## config.mk

```make
export PLATFORM = sky130hd
export DESIGN_NAME = banked_icu
export DESIGN_NICKNAME = d
export VERILOG_FILES = /design/src/rtl/icu_pkg.sv /design/src/rtl/icu_decoder.sv /design/src/rtl/icu_bank.sv /design/src/rtl/banked_icu.sv
export SDC_FILE = /design/constraint.sdc
export NUM_CORES = 2
export LEC_CHECK = 0
export BUFFER_PORTS_ARGS = -buffer_cell sky130_fd_sc_hd__buf_2
export CAP_MARGIN = 40
export CORE_MARGIN = 1
export CORE_UTILIZATION = 40
export DETAILED_ROUTE_END_ITERATION = 7
export GPL_ROUTABILITY_DRIVEN = 1
export PLACE_DENSITY = 0.6
export RECOVER_POWER = 25
export SLEW_MARGIN = 20
export SYNTH_ARGS = -nofsm -noshare
export SYNTH_HDL_FRONTEND = slang
export SYNTH_HIERARCHICAL = 1
export SYNTH_SLANG_ARGS = --single-unit
```

## constraint.sdc

```tcl
create_clock -name clk -period 4.4 [get_ports clk]
set_input_delay 0.66 -clock clk [delete_from_list [all_inputs] [get_ports clk]]
set_output_delay 0.66 -clock clk [all_outputs]
set_load 0.1 [all_outputs]
```

## src/rtl/icu_pkg.sv

```systemverilog
package icu_pkg;

    localparam int unsigned DATA_W     = 32;
    localparam int unsigned ADDR_W     = 8;
    localparam int unsigned BANK_IDX_W = 4;
    localparam int unsigned STRIDE     = 40;   // 0x28 bytes per bank

    localparam int unsigned OFF_STAT   = 'h00;
    localparam int unsigned OFF_EN     = 'h08;
    localparam int unsigned OFF_MASKED = 'h10;
    localparam int unsigned OFF_SET    = 'h18;
    localparam int unsigned OFF_MODE   = 'h20;

    typedef enum logic [2:0] {
        SEL_STAT,
        SEL_EN,
        SEL_MASKED,
        SEL_SET,
        SEL_MODE,
        SEL_NONE
    } reg_sel_e;

    typedef struct packed {
        logic                  hit;
        logic [BANK_IDX_W-1:0] bank;
        reg_sel_e              sel;
    } dec_t;

    function automatic dec_t decode_addr(input logic [ADDR_W-1:0] a, input int unsigned nb);
        dec_t        d;
        int unsigned bk;
        int unsigned off;
        bk  = 32'(a) / STRIDE;
        off = 32'(a) % STRIDE;
        case (off)
            OFF_STAT:   d.sel = SEL_STAT;
            OFF_EN:     d.sel = SEL_EN;
            OFF_MASKED: d.sel = SEL_MASKED;
            OFF_SET:    d.sel = SEL_SET;
            OFF_MODE:   d.sel = SEL_MODE;
            default:    d.sel = SEL_NONE;
        endcase
        d.bank = bk[BANK_IDX_W-1:0];
        d.hit  = (bk < nb) && (d.sel != SEL_NONE);
        return d;
    endfunction

endpackage

```

## src/rtl/icu_decoder.sv

```systemverilog
module icu_decoder
    import icu_pkg::*;
#(
    parameter int unsigned NUM_BANKS = 5
) (
    input  logic                 req_valid,
    input  logic                 req_write,
    input  logic [ADDR_W-1:0]    req_addr,
    output dec_t                 dec_o,
    output logic [NUM_BANKS-1:0] wr_clr_o,
    output logic [NUM_BANKS-1:0] wr_en_o,
    output logic [NUM_BANKS-1:0] wr_set_o,
    output logic [NUM_BANKS-1:0] wr_mode_o
);

    dec_t dec;
    logic wr_ok;

    assign dec   = decode_addr(req_addr, NUM_BANKS);
    assign dec_o = dec;
    assign wr_ok = req_valid && req_write && dec.hit;

    for (genvar b = 0; b < NUM_BANKS; b++) begin : g_strobe
        logic mine;
        assign mine         = wr_ok && (dec.bank == BANK_IDX_W'(b));
        assign wr_clr_o[b]  = mine && (dec.sel == SEL_STAT);
        assign wr_en_o[b]   = mine && (dec.sel == SEL_EN);
        assign wr_set_o[b]  = mine && (dec.sel == SEL_SET);
        assign wr_mode_o[b] = mine && (dec.sel == SEL_MODE);
    end

endmodule

```

## src/rtl/icu_bank.sv

```systemverilog
module icu_bank
    import icu_pkg::*;
#(
    parameter int unsigned SRC_W = 32
) (
    input  logic             clk,
    input  logic             rst,
    input  logic [SRC_W-1:0] src_i,
    input  logic             wr_clr_i,
    input  logic             wr_en_i,
    input  logic             wr_set_i,
    input  logic             wr_mode_i,
    input  logic [SRC_W-1:0] wdata_i,
    output logic [SRC_W-1:0] stat_o,
    output logic [SRC_W-1:0] en_o,
    output logic [SRC_W-1:0] mode_o,
    output logic [SRC_W-1:0] masked_o,
    output logic             irq_o
);

    logic [SRC_W-1:0] stat_q, en_q, mode_q, in_q;
    logic [SRC_W-1:0] hw_set, clr_v, sw_set, stat_d;
    logic             irq_q;

    // per-source set condition chosen by its mode bit
    for (genvar i = 0; i < SRC_W; i++) begin : g_src
        assign hw_set[i] = mode_q[i] ? (src_i[i] & ~in_q[i]) : src_i[i];
    end

    assign clr_v  = wr_clr_i ? wdata_i : '0;
    assign sw_set = wr_set_i ? wdata_i : '0;
    assign stat_d = (stat_q & ~clr_v) | hw_set | sw_set;

    always_ff @(posedge clk) begin
        if (rst) begin
            stat_q <= '0;
            en_q   <= '0;
            mode_q <= '0;
            in_q   <= '0;
            irq_q  <= 1'b0;
        end else begin
            stat_q <= stat_d;
            in_q   <= src_i;
            irq_q  <= |(stat_q & en_q);
            if (wr_en_i)   en_q   <= wdata_i;
            if (wr_mode_i) mode_q <= wdata_i;
        end
    end

    assign stat_o   = stat_q;
    assign en_o     = en_q;
    assign mode_o   = mode_q;
    assign masked_o = stat_q & en_q;
    assign irq_o    = irq_q;

    // a set bit that no write clears stays set
    p_hold_r2: assert property (@(posedge clk) disable iff (rst)
        1'b1 |=> ((stat_q & $past(stat_q & ~clr_v)) == $past(stat_q & ~clr_v)));

    // in edge mode a new bit needs a rising input or a software set
    p_edge_only_r3: assert property (@(posedge clk) disable iff (rst)
        1'b1 |=> ((stat_q & ~$past(stat_q) & $past(mode_q & ~(src_i & ~in_q) & ~sw_set)) == '0));

    // hardware set beats a same-cycle clear
    p_set_wins_r5: assert property (@(posedge clk) disable iff (rst)
        (|(hw_set & clr_v)) |=> ((stat_q & $past(hw_set & clr_v)) == $past(hw_set & clr_v)));

    // nothing enabled pending means the request line drops next cycle
    p_quiet_r10: assert property (@(posedge clk) disable iff (rst)
        ((stat_q & en_q) == '0) |=> !irq_o);

endmodule

```

## src/rtl/banked_icu.sv

```systemverilog
module banked_icu
    import icu_pkg::*;
#(
    parameter int unsigned NUM_BANKS = 5,
    parameter int unsigned SRC_W     = 32
) (
    input  logic                       clk,
    input  logic                       rst,
    input  logic [NUM_BANKS*SRC_W-1:0] src_i,
    input  logic                       req_valid,
    input  logic                       req_write,
    input  logic [ADDR_W-1:0]          req_addr,
    input  logic [DATA_W-1:0]          req_wdata,
    output logic                       req_ready,
    output logic                       rsp_valid,
    output logic [DATA_W-1:0]          rsp_rdata,
    output logic [NUM_BANKS-1:0]       irq_o
);

    dec_t                 dec;
    logic [NUM_BANKS-1:0] wr_clr, wr_en, wr_set, wr_mode;
    logic [SRC_W-1:0]     stat_a   [NUM_BANKS];
    logic [SRC_W-1:0]     en_a     [NUM_BANKS];
    logic [SRC_W-1:0]     mode_a   [NUM_BANKS];
    logic [SRC_W-1:0]     masked_a [NUM_BANKS];
    logic [DATA_W-1:0]    rd_mux;
    logic                 rd_req;

    icu_decoder #(.NUM_BANKS(NUM_BANKS)) dec_i (
        .req_valid (req_valid),
        .req_write (req_write),
        .req_addr  (req_addr),
        .dec_o     (dec),
        .wr_clr_o  (wr_clr),
        .wr_en_o   (wr_en),
        .wr_set_o  (wr_set),
        .wr_mode_o (wr_mode)
    );

    for (genvar b = 0; b < NUM_BANKS; b++) begin : g_bank
        icu_bank #(.SRC_W(SRC_W)) bank_i (
            .clk       (clk),
            .rst       (rst),
            .src_i     (src_i[b*SRC_W +: SRC_W]),
            .wr_clr_i  (wr_clr[b]),
            .wr_en_i   (wr_en[b]),
            .wr_set_i  (wr_set[b]),
            .wr_mode_i (wr_mode[b]),
            .wdata_i   (req_wdata[SRC_W-1:0]),
            .stat_o    (stat_a[b]),
            .en_o      (en_a[b]),
            .mode_o    (mode_a[b]),
            .masked_o  (masked_a[b]),
            .irq_o     (irq_o[b])
        );
    end

    always_comb begin
        rd_mux = '0;
        for (int b = 0; b < NUM_BANKS; b++) begin
            if (dec.hit && dec.bank == BANK_IDX_W'(b)) begin
                case (dec.sel)
                    SEL_STAT, SEL_SET: rd_mux = DATA_W'(stat_a[b]);
                    SEL_EN:            rd_mux = DATA_W'(en_a[b]);
                    SEL_MASKED:        rd_mux = DATA_W'(masked_a[b]);
                    SEL_MODE:          rd_mux = DATA_W'(mode_a[b]);
                    default:           rd_mux = '0;
                endcase
            end
        end
    end

    assign req_ready = 1'b1;
    assign rd_req    = req_valid && !req_write;

    always_ff @(posedge clk) begin
        if (rst) begin
            rsp_valid <= 1'b0;
            rsp_rdata <= '0;
        end else begin
            rsp_valid <= rd_req;
            if (rd_req) rsp_rdata <= rd_mux;
        end
    end

    // one response cycle per accepted read, none otherwise
    p_rsp_after_read_r12: assert property (@(posedge clk) disable iff (rst)
        rd_req |=> rsp_valid);
    p_no_rsp_idle_r12: assert property (@(posedge clk) disable iff (rst)
        !rd_req |=> !rsp_valid);

    // unmapped reads return zero
    p_unmapped_zero_r11: assert property (@(posedge clk) disable iff (rst)
        (rd_req && !dec.hit) |=> (rsp_rdata == '0));

endmodule

```

# Yosys cells after proc, flatten, opt, wreduce, memory -nomap -nowiden
# Index checks and enable logic that the tools add are counted.
# classes
div_mod_pow	2
n_lt_le_gt_ge	1
eq_ne	13
muxes	181
bitwise_logic	345
n_reduce_logical	44
# ops
op	count
case mux 32 bit (4 select lines)	5
two-way mux 32 bit	15
bitwise AND 32 bit	10
bitwise OR 32 bit	10
bitwise AND 1 bit	160
two-way mux 1 bit	160
inverter 1 bit	160
inverter 32 bit	5
OR reduction 32 bit	5
equality test 32 x 5 -> 1 bit (second input constant)	2
logical AND 1 bit	34
divider 8 x 6 -> 32 bit (second input constant)	1
equality test 32 x 4 -> 1 bit (second input constant)	1
equality test 32 x 6 -> 1 bit (second input constant)	1
zero test 32 bit	1
< comparator 32 x 3 -> 1 bit (second input constant)	1
modulo 8 x 6 -> 32 bit (second input constant)	1
case mux 3 bit (5 select lines)	1
equality test 4 x 2 -> 1 bit (second input constant)	2
equality test 3 x 2 -> 1 bit (second input constant)	2
equality test 4 x 1 -> 1 bit (second input constant)	1
equality test 4 x 3 -> 1 bit (second input constant)	1
zero test 4 bit	1
equality test 3 x 1 -> 1 bit (second input constant)	1
5 further kinds	5
# word_totals
ff_bits	678
inputBits	204
out_inout_bits	39
word_cells	613

# Logic depth before layout (Yosys ltp)
# depth
word_depth	13
mapped_depth	20

# Cells and area by module
# The synthesis kept the hierarchy.
# by_module_without_submodules
mod	n_inst	cells_each	area_each_um2
icu_bank	5	488	4737.0
banked_icu	1	994	7065.5
icu_decoder	1	152	939.7

# Worst setup path after synthesis
# No wires, ideal clock.
# synth_timing
path_kind	input to register
start	input port req_addr[5]
end	register rsp_rdata[13]
setup_time_ns	0.069
t_arrival_ns	4.307
required_time_ns	4.331
setup_slack_ns	0.024
stages	19
cell_sequence	buf_4 -> nor2_1 -> inv_1 -> ha_1 -> buf_2 -> nand2b_1 -> nor4_1 -> nor3_2 -> a21bo_2 -> mux2i_1 -> a211o_1 -> buf_2 -> nor2b_1 -> buf_2 -> clkbuf_1 -> a22oi_1 -> o221ai_1 -> a21oi_1 -> o21ai_1
# synth_rtl
element	line_no	source
start, declared	banked_icu.sv:12	input logic [ADDR_W-1:0] req_addr,
end signal, assigned	banked_icu.sv:82	if (rd_req) rsp_rdata <= rd_mux;
end, declared	banked_icu.sv:16	output logic [DATA_W-1:0] rsp_rdata,

==> impl_metrics.csv <==
group,metric,value,unit
cts,path_clk_slew,60,ps
synth,syn-cell-area,31700,sq um
die,die_x,283,um
global_route,grt_util_all_layers,27.6,%
timing,period_share,90.1,%
die,die_area,80400,sq um
setup_path,critPathTopFamily,"compound AO/OA/AOI/OAI gates",
setup_path,cp.required,4890,ps
timing,fin_hold_ws,261,ps
synth,synth-simple-area-share,23.7,%
drt,post-route-drc-count,0,
synth,synth-edff-count,0,
drt,wl_per_cell,23.2,um
synth,async_reset_ff_share,0,%
synth,synth_top_family_by_area,"simple AND/OR/NAND/NOR gates",
setup_path,crit-reg2reg-launch,"g_bank[2].bank_i/stat_o[5]",
timing,clock_skew,21.7,ps
synth,syn_area_per_cell,8.84,sq um
placed_design,place_inst,4787,
min_path,hold_path_end,"g_bank[3].bank_i/in_q[25]",
pwr,power,0.0139,W
global_route,grt.overflow.total,0,
placed_design,dp_hpwl,79000,um
finish,most-common-layout-cells,"dfxtp_1 (678), nor2_1 (527), nand2_1 (364), mux2i_1 (323), buf_2 (225)",
die,core_area,78000,sq um
synth,synthDistinctLibCells,70,
synth,synth_top_area_share,42.8,%
timing,hold_violations,0,
finish,utilization,48.9,%
cts,cts_hold_buf,0,
drt,ant_nets,0,
finish,filler_cell_count,7349,
status,status,"finished, violations left",
finish,final_cells,4926,
setup_path,worstRegToRegCells,4,
synth,synth_adder_area_share,0.0395,%
drt,num_vias,29092,
setup_path,worst-path-max-fanout,31,
cts,clockRootBuffer,"clkbuf_16",
global_route,grt_pass1_vias,26806,
timing,clock.fmax,252,MHz
synth,ys_warn_count,6,
cts,post_cts_resized,0,
synth,synthTopCellsByArea,"dfxtp_1 (43%), mux2i_1 (10%), nor2_1 (6.4%)",
timing,post-route-min-period,3970,ps
setup_path,crit_path_end_kind,"flop",
synth,yosysSeqAreaShare,42.8,%
die,ios,243,
finish,areaGrowthSynthToFinish,20.3,%
job,maxCapViolations,10,
drt,drt_iter0_markers,3433,
cts,clk_path_buf_depth,3,
placed_design,portBuffers,241,
timing,setup_viol,0,
timing,slew_headroom,-114,%
setup_path,path_cells,"buf_2 > nor2_1 > inv_1 > ha_1 > nor2b_1 > o22ai_1 > nor4_2 > buf_4 > nand3_1 > a2bb2oi_1 > buf_4 > a211o_4 > xnor2_4 > buf_12 > a32oi_1 > o21ai_0 > a21oi_1 > o21ai_1",
cts,clock_sinks,678,
timing,rsz0062_at_grt,"no",
min_path,hold_depth,2,
setup_path,worstPathArrival,4460,ps
min_path,hold_path_class,"input port to flop",
cts,cts_tree,"done",
status,failed_checks,"max-capacitance violations, max-slew violations",
drt,finalWirelength,114000,um
setup_path,crit_type,"input port to flop",
synth,synth_top_area_cell,"dfxtp_1",
drt,first_pass_iters,7,
setup_path,cp_slowest_cell,"a21oi_1",
pwr,leakagePower,13.6,nW
synth,syn_inst,3586,
cts,cts_setup_buffers,0,
cts,htree_levels,3,
timing,tightest_slew,3200,ps
synth,synth_xor_area_share,0.0513,%
placed_design,gp_congestion,0.893,
synth,synth-compound-area-share,19.0,%
synth,synthFlopType,"dfxtp_1",
finish,drive_gt1_share,15.9,%
cts,cts_buffers,76,
drt,drt-vias-per-instance,5.91,
finish,layout_commonest_cell,"dfxtp_1",
setup_path,start_kind,"input port",
synth,synthMuxAreaShare,10.2,%
finish,layout.nets,4031,
die,die_h,283,um
min_path,hp-start,"src_i[121]",
die,initial_core_util,40.6,%
global_route,antenna_found_initial,4,
setup_path,critPathBufInv,5,
timing,slew_violations,469,
setup_path,r2r_end,"g_bank[2].bank_i/irq_o",
synth,ys_ff_latch,678,
synth,synth_nets,3791,
setup_path,path_common_cell,"buf_4",
setup_path,cpPeakStageDelay,510,ps
global_route,grt_max_degree,83,
setup_path,rrSetupSlack,1870,ps
die,rows,102,
pwr,ir_worst_vdd,0.236,mV
cts,insertion_delay,630,ps
pwr,power.density,365,nW/um^2
global_route,grt_pass1_wl,173000,um
-- registers in the layout, indices dropped and copies added, names as in the netlist --
signal and count:
g_bank.bank_i/en_o 160, g_bank.bank_i/in_q 160, g_bank.bank_i/mode_o 160, g_bank.bank_i/stat_o 160, rsp_rdata 32, g_bank.bank_i/irq_o 5
rsp_valid 1
-- Yosys cell counts (33+ instances only) --
cell,instances
a22oi_1,93
a41oi_1,37
dfxtp_1,678
buf_2,61
clkbuf_1,204
and2_1,158
nand2_1,364
mux2i_1,323
nor2_1,540
a32oi_1,94
nand3_1,41
nor2b_1,171
o211ai_1,34
and3b_1,65
o21ai_0,74
o221ai_1,33
nand3b_1,63
a222oi_1,160
a21oi_1,69
-- kinds of logic (layout without fill, tap and decap cells) --
| logic type | Yosys count | in the layout |
|---|---|---|
| and+or+nand+nor | 1514 | 1514 |
| AOI/OAI and AO/OA | 753 | 753 |
| DFF | 678 | 678 |
| muxes | 323 | 323 |
| buffers and inverters | 314 | 613 |
| other | 2 | 3 |
| adders and majority gates | 1 | 1 |
| xor gates and xnor gates | 1 | 1 |
-- cell type report --
class                   instances  area, sq um  share of cell area [%]
inverters                      12         47.5                   0.125
diodes                          1         2.50                 0.00657
repair buffers                464         3640                    9.56
clock buffers                 105         2170                    5.70
multi-input cells            2594        17000                    44.6
clock inverters                32          360                   0.945
well taps                    1040         1300                    3.41
flip-flops and latches        678        13600                    35.6
-- worst max path at each step --
stage	startpoint	slack, ps	to	cells past startpoint
final	req_addr[6]	430	rsp_rdata[23]	18
after global routing	req_addr[6]	140	rsp_rdata[23]	20
after CTS	req_addr[6]	550	rsp_rdata[2]	18
after detailed placement	req_addr[6]	-80	rsp_rdata[2]	18
after global placement	req_addr[6]	-60	rsp_rdata[2]	18
after floorplan	req_addr[5]	20	rsp_rdata[13]	19
-- worst reg2reg max path, stage by stage (launching register included) --
cell     delay, ps
dfxtp_1        320
and2_1         220
or4_1          630
nor4_1         620
a41oi_1        460
-- through the flow --
| step | TNS [ps] | cell area, sq um | setup WS (ps) |
|---|---|---|---|
| after floorplan | 0 | 31700 | 23.7 |
| after global placement | -445 | 35600 | -57.0 |
| after detailed placement | -726 | 35600 | -75.4 |
| after CTS | 0 | 38200 | 555 |
| after global routing | 0 | 38100 | 144 |
| final | 0 | 38100 | 435 |
-- report_power, final --
part / total [W] / internal, W / leakage [nW] / switching, W
logic: 0.000980 / 0.000357 / 6.82 / 0.000623
clock network: 0.00649 / 0.00382 / 1.24 / 0.00267
registers: 0.00645 / 0.00633 / 5.56 / 0.000127
-- metal layers --
metal  up-vias  part of all wire [%]  global-route usage (%)
li1      13611                     -                       -
met1     14107                    46                    40.1
met2      1203                    44                    42.0
met3       163                   7.1                    3.92
met4         8                   2.6                    8.18
met5         -                 0.048                       0
(Power assumes the default switching activity.)
